==> config.mk <==
export PLATFORM = sky130hd
export DESIGN_NAME = tvu_top
export DESIGN_NICKNAME = d
export VERILOG_FILES = /design/src/rtl/tvu_pkg.sv /design/src/rtl/tvu_ctrl.sv /design/src/rtl/tvu_datapath.sv /design/src/rtl/tvu_top.sv
export SDC_FILE = /design/constraint.sdc
export NUM_CORES = 1
export LEC_CHECK = 0
export BUFFER_PORTS_ARGS = -buffer_cell sky130_fd_sc_hd__buf_2
export CAP_MARGIN = 20
export CORE_AREA = 2 2 67 69
export CTS_CLUSTER_DIAMETER = 60
export CTS_CLUSTER_SIZE = 16
export DETAILED_ROUTE_END_ITERATION = 6
export DIE_AREA = 0 0 69 71
export PLACE_DENSITY = 0.67
export SETUP_SLACK_MARGIN = 0.1
export SLEW_MARGIN = 20
export SYNTH_ARGS = -nofsm -noshare
export SYNTH_HDL_FRONTEND = slang
export SYNTH_SLANG_ARGS = --single-unit
==> constraint.sdc <==
create_clock -name clk -period 2.3 [get_ports clk]
set_clock_uncertainty 0.1 [all_clocks]
set_input_delay 0.345 -clock clk [delete_from_list [all_inputs] [get_ports clk]]
set_output_delay 0.345 -clock clk [all_outputs]
set_load 0.03 [all_outputs]
==> src/rtl/tvu_pkg.sv <==
package tvu_pkg;
  localparam logic [1:0] OFS_SEL   = 2'd0;
  localparam logic [1:0] OFS_REG   = 2'd1;
  localparam logic [1:0] OFS_LATCH = 2'd3;

  localparam logic [4:0] SEL_ADDR_HI = 5'd18;
  localparam logic [4:0] SEL_ADDR_LO = 5'd19;
  localparam logic [4:0] SEL_XPARENT = 5'd31;

  typedef struct packed {
    logic loadHi;
    logic loadLo;
    logic latchWr;
    logic readCap;
    logic addrInc;
  } tvuStrobeT;
endpackage

==> src/rtl/tvu_ctrl.sv <==
module tvu_ctrl
  import tvu_pkg::*;
(
  input  logic            clk,
  input  logic            rst,
  input  logic            blank,
  input  logic            cpuCs,
  input  logic            cpuWe,
  input  logic [1:0]      cpuAddr,
  input  logic [4:0]      selData,
  output tvuStrobeT       strb,
  output logic            updStrobe,
  output logic            writeSlot,
  output logic            armed,
  output logic            writePend
);
  logic [4:0] regSel;
  logic       reqPend;
  logic       selWr, regWr, latWr, latRd;

  always_comb begin
    selWr = cpuCs && cpuWe && (cpuAddr == OFS_SEL);
    regWr = cpuCs && cpuWe && (cpuAddr == OFS_REG);
    latWr = cpuCs && cpuWe && (cpuAddr == OFS_LATCH);
    latRd = cpuCs && !cpuWe && (cpuAddr == OFS_LATCH);

    armed     = (regSel == SEL_XPARENT);
    // CPU traffic owns the cycle; a slot waits for a free one
    updStrobe = armed && blank && reqPend && !cpuCs;
    writeSlot = updStrobe && writePend;

    strb.loadHi  = regWr && (regSel == SEL_ADDR_HI);
    strb.loadLo  = regWr && (regSel == SEL_ADDR_LO);
    strb.latchWr = latWr;
    strb.readCap = updStrobe && !writePend;
    strb.addrInc = writeSlot || latRd;
  end

  always_ff @(posedge clk) begin
    if (rst) begin
      regSel    <= '0;
      writePend <= 1'b0;
      reqPend   <= 1'b0;
    end else begin
      if (selWr) regSel <= selData;

      if (latWr)          writePend <= 1'b1;
      else if (writeSlot) writePend <= 1'b0;

      // a write slot leaves the request set so a read-ahead follows
      if (selWr)               reqPend <= (selData == SEL_XPARENT);
      else if (latWr || latRd) reqPend <= 1'b1;
      else if (strb.readCap)   reqPend <= 1'b0;
    end
  end
endmodule

==> src/rtl/tvu_datapath.sv <==
module tvu_datapath
  import tvu_pkg::*;
#(
  parameter int ADDR_W = 11,
  parameter int DATA_W = 8
) (
  input  logic              clk,
  input  logic              rst,
  input  tvuStrobeT         strb,
  input  logic [DATA_W-1:0] cpuWrData,
  input  logic [DATA_W-1:0] memRdData,
  output logic [ADDR_W-1:0] updAddr,
  output logic [DATA_W-1:0] wrLatch,
  output logic [DATA_W-1:0] rdLatch
);
  localparam int HI_W = ADDR_W - DATA_W;

  always_ff @(posedge clk) begin
    if (rst) begin
      updAddr <= '0;
      wrLatch <= '0;
      rdLatch <= '0;
    end else begin
      if (strb.addrInc)     updAddr <= updAddr + ADDR_W'(1);
      else if (strb.loadHi) updAddr[ADDR_W-1:DATA_W] <= cpuWrData[HI_W-1:0];
      else if (strb.loadLo) updAddr[DATA_W-1:0] <= cpuWrData;

      if (strb.latchWr) wrLatch <= cpuWrData;
      if (strb.readCap) rdLatch <= memRdData;
    end
  end
endmodule

==> src/rtl/tvu_top.sv <==
module tvu_top
  import tvu_pkg::*;
#(
  parameter int ADDR_W = 11,
  parameter int DATA_W = 8
) (
  input  logic              clk,
  input  logic              rst,
  input  logic              blank,
  input  logic              cpuCs,
  input  logic              cpuWe,
  input  logic [1:0]        cpuAddr,
  input  logic [DATA_W-1:0] cpuWrData,
  output logic [DATA_W-1:0] cpuRdData,
  output logic [ADDR_W-1:0] memAddr,
  output logic [DATA_W-1:0] memWrData,
  input  logic [DATA_W-1:0] memRdData,
  output logic              memWeN,
  output logic              latchOeN,
  output logic              updStrobe
);
  tvuStrobeT         strb;
  logic              writeSlot, armed, writePend;
  logic [ADDR_W-1:0] updAddr;
  logic [DATA_W-1:0] wrLatch, rdLatch;

  tvu_ctrl uCtrl (
    .clk(clk), .rst(rst), .blank(blank), .cpuCs(cpuCs), .cpuWe(cpuWe),
    .cpuAddr(cpuAddr), .selData(cpuWrData[4:0]), .strb(strb),
    .updStrobe(updStrobe), .writeSlot(writeSlot), .armed(armed),
    .writePend(writePend)
  );

  tvu_datapath #(.ADDR_W(ADDR_W), .DATA_W(DATA_W)) uDp (
    .clk(clk), .rst(rst), .strb(strb), .cpuWrData(cpuWrData),
    .memRdData(memRdData), .updAddr(updAddr), .wrLatch(wrLatch),
    .rdLatch(rdLatch)
  );

  assign memAddr   = updAddr;
  assign memWrData = wrLatch;
  assign memWeN    = !writeSlot;
  assign latchOeN  = !writeSlot;
  assign cpuRdData = (cpuCs && !cpuWe && cpuAddr == OFS_LATCH) ? rdLatch : '0;
endmodule

==> metrics.cfg, run 1 <==
[power_and_ir_drop]
pwr-share-clk_pct=49.8
power_density_mw_per_mm2=661
power_frac_comb_pct=5.9
p_sw_share_pct=19.9
power_leakage_nw=0.811
internal_power_w=0.00109
seqPwrFrac_pct=44.3
ir_drop_uv=265
switchingPower_w=0.000270

[synthesis]
yosysUniqueCellTypes=34
synth_top_area_share_pct=41.8
yosys_warnings=0
yosysTopAreaCell=dfxtp_1
syn_inst=189
synth_area_mm2=0.00163
syn_avg_cell_area_um2=8.61
synth_fp_nets=213
yosysSeqAreaShare_pct=41.8
synth_area_leaders=dfxtp_1, mux2i_1, nand2_1, a21oi_1, nor2_1
ys_seq_elements=34

[setup_path]
worstReg2RegEnd=uDp.updAddr[7]
worstRegToRegCells=4
criticalPathCategory=flip-flop to flip-flop
r2r_start=uCtrl.regSel[0]
critPathMaxFanout=21
critPathBufInv=0
cp-end-kind=flip-flop
crit_family=simple AND/OR/NAND/NOR gates
cp.arrival_ps=2070
path_cells=and4_1 -> a31oi_2 -> or4_1 -> a31oi_1
max_stage_delay_ps=610
reg2reg_slack_ps=340
cpMaxStageDelayCell=or4_1
critPathLaunchType=flip-flop
worstPathRequired_ps=2410

[detailed_routing]
initialDrtViolationCount=71
drtPass1Iterations=4
vias=1571
drc=0
wl_per_cell_um=14.1
wl_um=4120
detail-route-antenna-nets=0
viasPerCell=5.36

[timing]
report.final.slew_viol_count=0
fmax_ghz=0.511
min_period_over_period_pct=85.2
final.min_clock_period_ps=1960
worst_slew_pin_slew_ps=801
slew_headroom_pct=46.4
setup_tns_ps=0
finalSetupViolCount=0
setup_slack_ps=342
holdWs_ps=196
rsz0062_at_grt=false
finalHoldViolations=0

[finish]
drive_gt1_share_pct=27.4
final_common_cell=buf_2
antennaDiodeCount=0
n_fill_cell=434
final_cell_mix=buf_2, dfxtp_1, nand2_1
utilization_pct=48.9
fin_cells=293
syn_to_final_growth_pct=26.4
nets=264

[floorplan]
dieHeight_um=71
num_rows=24
core_area_mm2=0.00420
die_w_um=69
start_util_pct=38.7
ioPinCount=53
dieArea_mm2=0.00490

[cts]
cts_made_buffers=5
ctsResizeCount=0
cts_tree=yes
cts_sinks=34
clk_pin_slew_ps=70
hold_buffers=0
ctsLongestPathBuffers=2
insertion_delay_ps=280
cts_root_buf=clkbuf_8
htree_levels=2
postCtsSetupRepairBufs=0

[global_routing]
grt_pass1_vias=1435
antenna_found_initial=0
gr-usage-all-layers_pct=16.9
grt_pass1_wl_um=6600
overflow=0
grt_max_degree=35

[hold_path]
min_to=uDp.rdLatch[7]
hold_depth=3
hold_start=memRdData[7]
hp-class=primary input to flip-flop

[place]
hpwl_um=3000
routabilityCongestion=0.788
place_inst=285
io_buffer_count=52
dp_slack_ps=259

[run]
cap_viol_max_count=0

[outcome]
status=finished, final reports clean

[metal layers]
layer | share of wire, % | global-route usage [%] | vias up
met5 | 0 | 0 | -
met4 | 1.1 | 5.23 | 0
met3 | 5.6 | 4.84 | 5
met2 | 49 | 28.3 | 39
met1 | 45 | 21.0 | 730
li1 | - | - | 797
[metrics by stage]
stage | area, um2 | power (W)
5_1_grt | 2060 | 0.00140
4_1_cts | 2060 | 0.00137
6_report | 2060 | 0.00136
3_3_place_gp | 1910 | 0.000696
2_1_floorplan | 1630 | 0.000655
3_5_place_dp | 1910 | 0.000696
[tightest hold or removal path: stages]
cell and delay [ps]:
buf_2 70, mux2i_1 50, nor2_1 70
[cell type report]
class,instances,area (um2),share of cell area [%]
Inverter,4,15.0,0.730
Sequential cell,34,681,33.1
Tap cell,52,65.1,3.16
Clock inverter,2,60.1,2.92
Timing Repair Buffer,55,283,13.8
Multi-Input combinational cell,140,870,42.3
Clock buffer,6,82.6,4.02
[synthesized netlist by cell type, drive strengths merged]
| cell type | n |
|---|---|
| inv | 4 |
| o2111ai | 1 |
| nor3 | 2 |
| and4 | 1 |
| nand2 | 28 |
| or3 | 7 |
| clkbuf | 6 |
| nand4bb | 1 |
| o21ai | 2 |
| mux2i | 13 |
| a31oi | 9 |
| nand3 | 7 |
| o311a | 1 |
| a2bb2oi | 2 |
| and2 | 8 |
| a311oi | 2 |
| ha | 1 |
| nand4b | 2 |
| and4b | 3 |
| nor4bb | 2 |
| o211ai | 2 |
| nand4 | 4 |
| dfxtp | 34 |
| o311ai | 5 |
| nor2 | 16 |
| buf | 5 |
| or3b | 1 |
| or4 | 5 |
| and3 | 2 |
| a21oi | 12 |
| or2 | 1 |
[cells by family after synthesis]
| kind of cell | after synthesis | synth area share [%] |
|---|---|---|
| AO/OA/AOI/OAI | 36 | 15.1 |
| adder cells (fa/ha/maj) | 1 | 0.769 |
| buffers and inverters | 15 | 4.69 |
| flip-flops | 34 | 41.8 |
| multiplexers | 13 | 8.00 |
| AND/OR/NAND/NOR | 90 | 29.6 |
[flip-flops by register name (all words and copies together), names as in the netlist]
name,flops
uDp.rdLatch,8
uCtrl.regSel,5
uDp.updAddr,11
uCtrl.reqPend,1
uCtrl.writePend,1
uDp.wrLatch,8
[worst max-delay path by stage]
| stage | start | end | slack (ps) | depth (start not counted) |
|---|---|---|---|---|
| floorplan | uDp.updAddr[4] | uDp.updAddr[10] | 450 | 4 |
| global placement | cpuCs | uDp.updAddr[10] | 300 | 5 |
| detailed placement | cpuCs | uDp.updAddr[8] | 260 | 5 |
| CTS | uCtrl.regSel[0] | uDp.updAddr[7] | 360 | 4 |
| global route | uCtrl.regSel[0] | uDp.updAddr[5] | 160 | 4 |
| finish | uCtrl.regSel[0] | uDp.updAddr[7] | 340 | 4 |
[power by group through the flow]
stage / logic (W) / registers, W / clock network, W
after global placement: 0.0000800 / 0.000616 / 0
after CTS: 0.0000802 / 0.000602 / 0.000690
after detailed placement: 0.0000801 / 0.000616 / 0
after global routing: 0.0000884 / 0.000603 / 0.000713
after floorplan: 0.0000326 / 0.000623 / 0
final: 0.0000797 / 0.000603 / 0.000676
Power figures use the tool's default switching activity.
==> run 2: changes to the inputs <==
--- a/config.mk
+++ b/config.mk
@@ -7,12 +7,12 @@
 export LEC_CHECK = 0
 export BUFFER_PORTS_ARGS = -buffer_cell sky130_fd_sc_hd__buf_2
 export CAP_MARGIN = 20
-export CORE_AREA = 2 2 67 69
+export CORE_AREA = 2 2 58 65
 export CTS_CLUSTER_DIAMETER = 60
 export CTS_CLUSTER_SIZE = 16
 export DETAILED_ROUTE_END_ITERATION = 6
-export DIE_AREA = 0 0 69 71
-export PLACE_DENSITY = 0.67
+export DIE_AREA = 0 0 60 67
+export PLACE_DENSITY = 0.8
 export SETUP_SLACK_MARGIN = 0.1
 export SLEW_MARGIN = 20
 export SYNTH_ARGS = -nofsm -noshare
==> run 2 against run 1 <==
Against the previous run:
- power down 25%
- cell count down 1.4%
- critical path type unchanged
- die area down 18%
- largest cell class unchanged
- routed wire length down 7.3%
- maximum frequency down 0.76%
- sequential share of layout area up 1.5 points
- critical path depth unchanged
- largest power group is now sequential cells
- critical endpoint unchanged
==> metrics.cfg, run 2 (synthesized netlist as in run 1, its figures left out) <==
[outcome]
status=finished, final reports clean

[finish]
drive_gt1_share_pct=27.0
final_cell_mix=buf_2, dfxtp_1, nand2_1
reg.largest.list=uDp.updAddr: 11 flops, uDp.rdLatch: 8 flops, uDp.wrLatch: 8 flops
syn_to_final_growth_pct=21.0
n_fill_cell=342
final_common_cell=buf_2
largest_reg_flops=11
nets=264
largest-register=uDp.updAddr
utilization_pct=59.1
antennaDiodeCount=0

[global_routing]
overflow=0
grt_pass1_wl_um=6270
gr-usage-all-layers_pct=20.8
antenna_found_initial=0
grt_pass1_vias=1414
grt_max_degree=35

[cts]
cts_tree=yes
hold_buffers=0
insertion_delay_ps=320
clk_pin_slew_ps=100
cts_made_buffers=5
postCtsSetupRepairBufs=0
cts_sinks=34
cts_root_buf=clkbuf_4
htree_levels=2
ctsResizeCount=0
ctsLongestPathBuffers=2

[timing]
rsz0062_at_grt=false
min_period_over_period_pct=85.8
slew_headroom_pct=43.9
finalSetupViolCount=0
final.min_clock_period_ps=1970
setup_tns_ps=0
fmax_ghz=0.507
worst_slew_pin_slew_ps=839
setup_slack_ps=327
report.final.slew_viol_count=0
finalHoldViolations=0

[setup_path]
cp.arrival_ps=2120
critPathLaunchType=flip-flop
criticalPathCategory=flip-flop to flip-flop
worstRegToRegCells=4
worstPathRequired_ps=2450
critical_path.endpoint=uDp.updAddr[7]
r2r_start=uCtrl.regSel[3]
worstReg2RegEnd=uDp.updAddr[7]
critPathMaxFanout=21
reg2reg_slack_ps=330
cp-end-kind=flip-flop
critical_path.startpoint=uCtrl.regSel[3]

[hold_path]
hp-class=primary input to flip-flop

[power_and_ir_drop]
power_density_mw_per_mm2=518
switchingPower_w=0.000245
finalPower_w=0.00102
power_frac_comb_pct=7.8
ir_drop_uv=307
seqPwrFrac_pct=59.1
power_leakage_nw=0.775
p_sw_share_pct=24.1
internal_power_w=0.000774
pwr-share-clk_pct=33.1

[detailed_routing]
wl_um=3820
drc=0
wl_met1_um=1760
viasPerCell=5.38
initialDrtViolationCount=56
met3_length_um=246
wl_per_cell_um=13.2
met2_length_um=1770
drtPass1Iterations=4
vias=1556
highest_layer=met4
detail-route-antenna-nets=0

[floorplan]
core_area_mm2=0.00333
die_w_um=60
ioPinCount=53
start_util_pct=48.8
dieHeight_um=67
dieArea_mm2=0.00402
num_rows=22

[place]
routabilityCongestion=0.839
dp_slack_ps=227
io_buffer_count=52
hpwl_um=2790

[run]
cap_viol_max_count=0

run 2: changes by cell type in the layout (fill, tap and decap cells not counted), sizes merged:
cell / previous run / this run
clkinv: 0 / 1
bufinv: 2 / 0
clkbuf: 6 / 7
run 2: power by group through the flow:
stage | Clock (W) | Combinational, W | Sequential [W]
2_1_floorplan | 0 | 0.0000326 | 0.000623
3_3_place_gp | 0 | 0.0000780 | 0.000616
3_5_place_dp | 0 | 0.0000794 | 0.000616
4_1_cts | 0.000349 | 0.0000797 | 0.000602
5_1_grt | 0.000377 | 0.0000861 | 0.000604
6_report | 0.000338 | 0.0000793 | 0.000602
run 2: how the worst min path moves through the flow:
| stage | from | endpoint | slack, ps | cells after the start |
|---|---|---|---|---|
| after floorplan | uDp.rdLatch[0] | uDp.rdLatch[0] | 350 | 2 |
| after global routing | cpuWrData[7] | uDp.wrLatch[7] | 140 | 3 |
| after global placement | uDp.wrLatch[2] | uDp.wrLatch[2] | 340 | 2 |
| after detailed placement | uDp.wrLatch[2] | uDp.wrLatch[2] | 340 | 2 |
| after CTS | memRdData[1] | uDp.rdLatch[1] | 140 | 3 |
| final | memRdData[1] | uDp.rdLatch[1] | 150 | 3 |
run 2: cell type report:
type	count	area, um2	share of cell area (%)
multi-input cells	140	870	44.2
flip-flops and latches	34	681	34.6
repair buffers	55	283	14.4
well taps	48	60.1	3.05
clock buffers	7	55.1	2.80
inverters	4	15.0	0.763
clock inverters	1	5.00	0.254
run 2: stage by stage:
step	cell area [um2]	hold WS [ps]	cells
2_1_floorplan	1630	352	189
3_3_place_gp	1910	343	281
3_5_place_dp	1910	344	281
4_1_cts	1970	142	289
5_1_grt	1970	143	289
6_report	1970	150	289
run 2: worst max-delay path, cell delays in order (launching register included):
cell,delay (ps)
dfxtp_1,430
and4_1,260
a31oi_2,330
or4_1,600
a31oi_1,170
run 2: metal layers:
layer  global-route usage, %  up-vias
met5                       0        -
met4                    6.67        0
met3                    6.21        4
met2                    34.0       50
met1                    25.8      703
li1                        -      799
==> run 3: changes to the inputs <==
--- a/config.mk
+++ b/config.mk
@@ -7,12 +7,12 @@
 export LEC_CHECK = 0
 export BUFFER_PORTS_ARGS = -buffer_cell sky130_fd_sc_hd__buf_2
 export CAP_MARGIN = 20
-export CORE_AREA = 2 2 58 65
+export CORE_AREA = 2 2 61 69
 export CTS_CLUSTER_DIAMETER = 60
 export CTS_CLUSTER_SIZE = 16
 export DETAILED_ROUTE_END_ITERATION = 6
-export DIE_AREA = 0 0 60 67
-export PLACE_DENSITY = 0.8
+export DIE_AREA = 0 0 63 71
+export PLACE_DENSITY = 0.73
 export SETUP_SLACK_MARGIN = 0.1
 export SLEW_MARGIN = 20
 export SYNTH_ARGS = -nofsm -noshare
==> run 3 against run 2 <==
Against the previous run:
- hold slack better by 43 ps
- first-iteration DRC count grew 46%
- via count is 0.96% higher
- cell area grew 1.8%
- sequential share of layout area fell by 0.63 points
- cell count grew 1.4%
- routed wire length rose by 4.4%
- global-route usage is 1.9 points lower
- maximum frequency rose by 0.18%
==> metrics.cfg, run 3 (synthesized netlist as in run 1, its figures left out) <==
[outcome]
status=finished, final reports clean

[run]
cap_viol_max_count=0

[finish]
antennaDiodeCount=0
final_cell_mix=buf_2, dfxtp_1, nand2_1
syn_to_final_growth_pct=23.2
largest_reg_flops=11
largest-register=uDp.updAddr
nets=264
reg.largest.list=uDp.updAddr: 11 flops, uDp.rdLatch: 8 flops, uDp.wrLatch: 8 flops
final_common_cell=buf_2
utilization_pct=52.6
n_fill_cell=400
drive_gt1_share_pct=27.0

[power_and_ir_drop]
ir_drop_uv=331
switchingPower_w=0.000264
power_leakage_nw=0.788
power_density_mw_per_mm2=564
power_frac_comb_pct=7.0
pwr-share-clk_pct=39.7
internal_power_w=0.000867
p_sw_share_pct=23.3
seqPwrFrac_pct=53.3

[setup_path]
criticalPathCategory=flip-flop to flip-flop
r2r_start=uCtrl.regSel[0]
critPathLaunchType=flip-flop
worstReg2RegEnd=uDp.updAddr[5]
critPathMaxFanout=21
worstPathRequired_ps=2410
cp.arrival_ps=2080
cp-end-kind=flip-flop
reg2reg_slack_ps=330
worstRegToRegCells=4

[cts]
cts_root_buf=clkbuf_8
ctsLongestPathBuffers=2
cts_made_buffers=5
hold_buffers=0
ctsResizeCount=0
postCtsSetupRepairBufs=0
cts_tree=yes
insertion_delay_ps=290
clk_pin_slew_ps=70
htree_levels=2
cts_sinks=34

[detailed_routing]
vias=1571
viasPerCell=5.36
detail-route-antenna-nets=0
initialDrtViolationCount=82
drtPass1Iterations=4
wl_per_cell_um=13.6
wl_um=3990
drc=0

[global_routing]
overflow=0
grt_pass1_wl_um=6690
grt_pass1_vias=1420
grt_max_degree=35
gr-usage-all-layers_pct=18.9
antenna_found_initial=0

[timing]
slew_headroom_pct=43.0
worst_slew_pin_slew_ps=853
holdWs_ps=193
finalHoldViolations=0
rsz0062_at_grt=false
final.min_clock_period_ps=1970
fmax_ghz=0.508
min_period_over_period_pct=85.6
finalSetupViolCount=0
report.final.slew_viol_count=0
setup_tns_ps=0

[floorplan]
start_util_pct=42.7
dieHeight_um=71
num_rows=24
core_area_mm2=0.00381
ioPinCount=53
dieArea_mm2=0.00447
die_w_um=63

[hold_path]
hold_depth=3
min_to=uDp.rdLatch[7]
hp-class=primary input to flip-flop
hold_start=memRdData[7]

[place]
hpwl_um=2830
io_buffer_count=52
routabilityCongestion=0.868

-- run 3: worst max-delay path, stage by stage (launching register included) --
cell and delay [ps]:
dfxtp_1 420, and4_1 260, a31oi_2 340, or4_1 610, a31oi_1 160
-- run 3: worst max-delay path by stage --
stage	startpoint	end	slack (ps)	cells after the start
2_1_floorplan	uDp.updAddr[4]	uDp.updAddr[10]	450	4
3_3_place_gp	cpuCs	uDp.updAddr[10]	290	5
3_5_place_dp	cpuCs	uDp.updAddr[5]	240	5
4_1_cts	uCtrl.regSel[0]	uDp.updAddr[5]	330	4
5_1_grt	uCtrl.regSel[0]	uDp.updAddr[7]	180	4
6_report	uCtrl.regSel[0]	uDp.updAddr[5]	330	4
-- run 3: per-stage QoR --
step | power, W | instances | instance area (um2) | worst slack, ps
after floorplan | 0.000655 | 189 | 1630 | 453
after global placement | 0.000694 | 285 | 1910 | 288
after detailed placement | 0.000695 | 285 | 1910 | 242
after CTS | 0.00114 | 293 | 2000 | 328
after global routing | 0.00117 | 293 | 2000 | 178
final | 0.00113 | 293 | 2000 | 330
-- run 3: layer usage --
layer  up-vias  GRT usage (%)  share of wire, %
met5         -              0                 0
met4         0           7.41               1.6
met3         7           4.77               6.2
met2        50           30.7                45
met1       718           24.2                47
li1        796              -                 -
-- run 3: area by class of cell --
type	count	area (um2)	share of cell area, %
clock buffers	7	86.3	4.31
clock inverters	1	5.00	0.250
inverters	4	15.0	0.749
multi-input cells	140	870	43.4
flip-flops and latches	34	681	34.0
well taps	52	65.1	3.25
repair buffers	55	283	14.1
-- run 3: power by group through the flow --
| stage | combinational (W) | clock, W | sequential, W |
|---|---|---|---|
| after global placement | 0.0000787 | 0 | 0.000616 |
| final | 0.0000797 | 0.000449 | 0.000603 |
| after CTS | 0.0000800 | 0.000461 | 0.000602 |
| after global routing | 0.0000879 | 0.000483 | 0.000603 |
| after floorplan | 0.0000326 | 0 | 0.000623 |
| after detailed placement | 0.0000795 | 0 | 0.000616 |
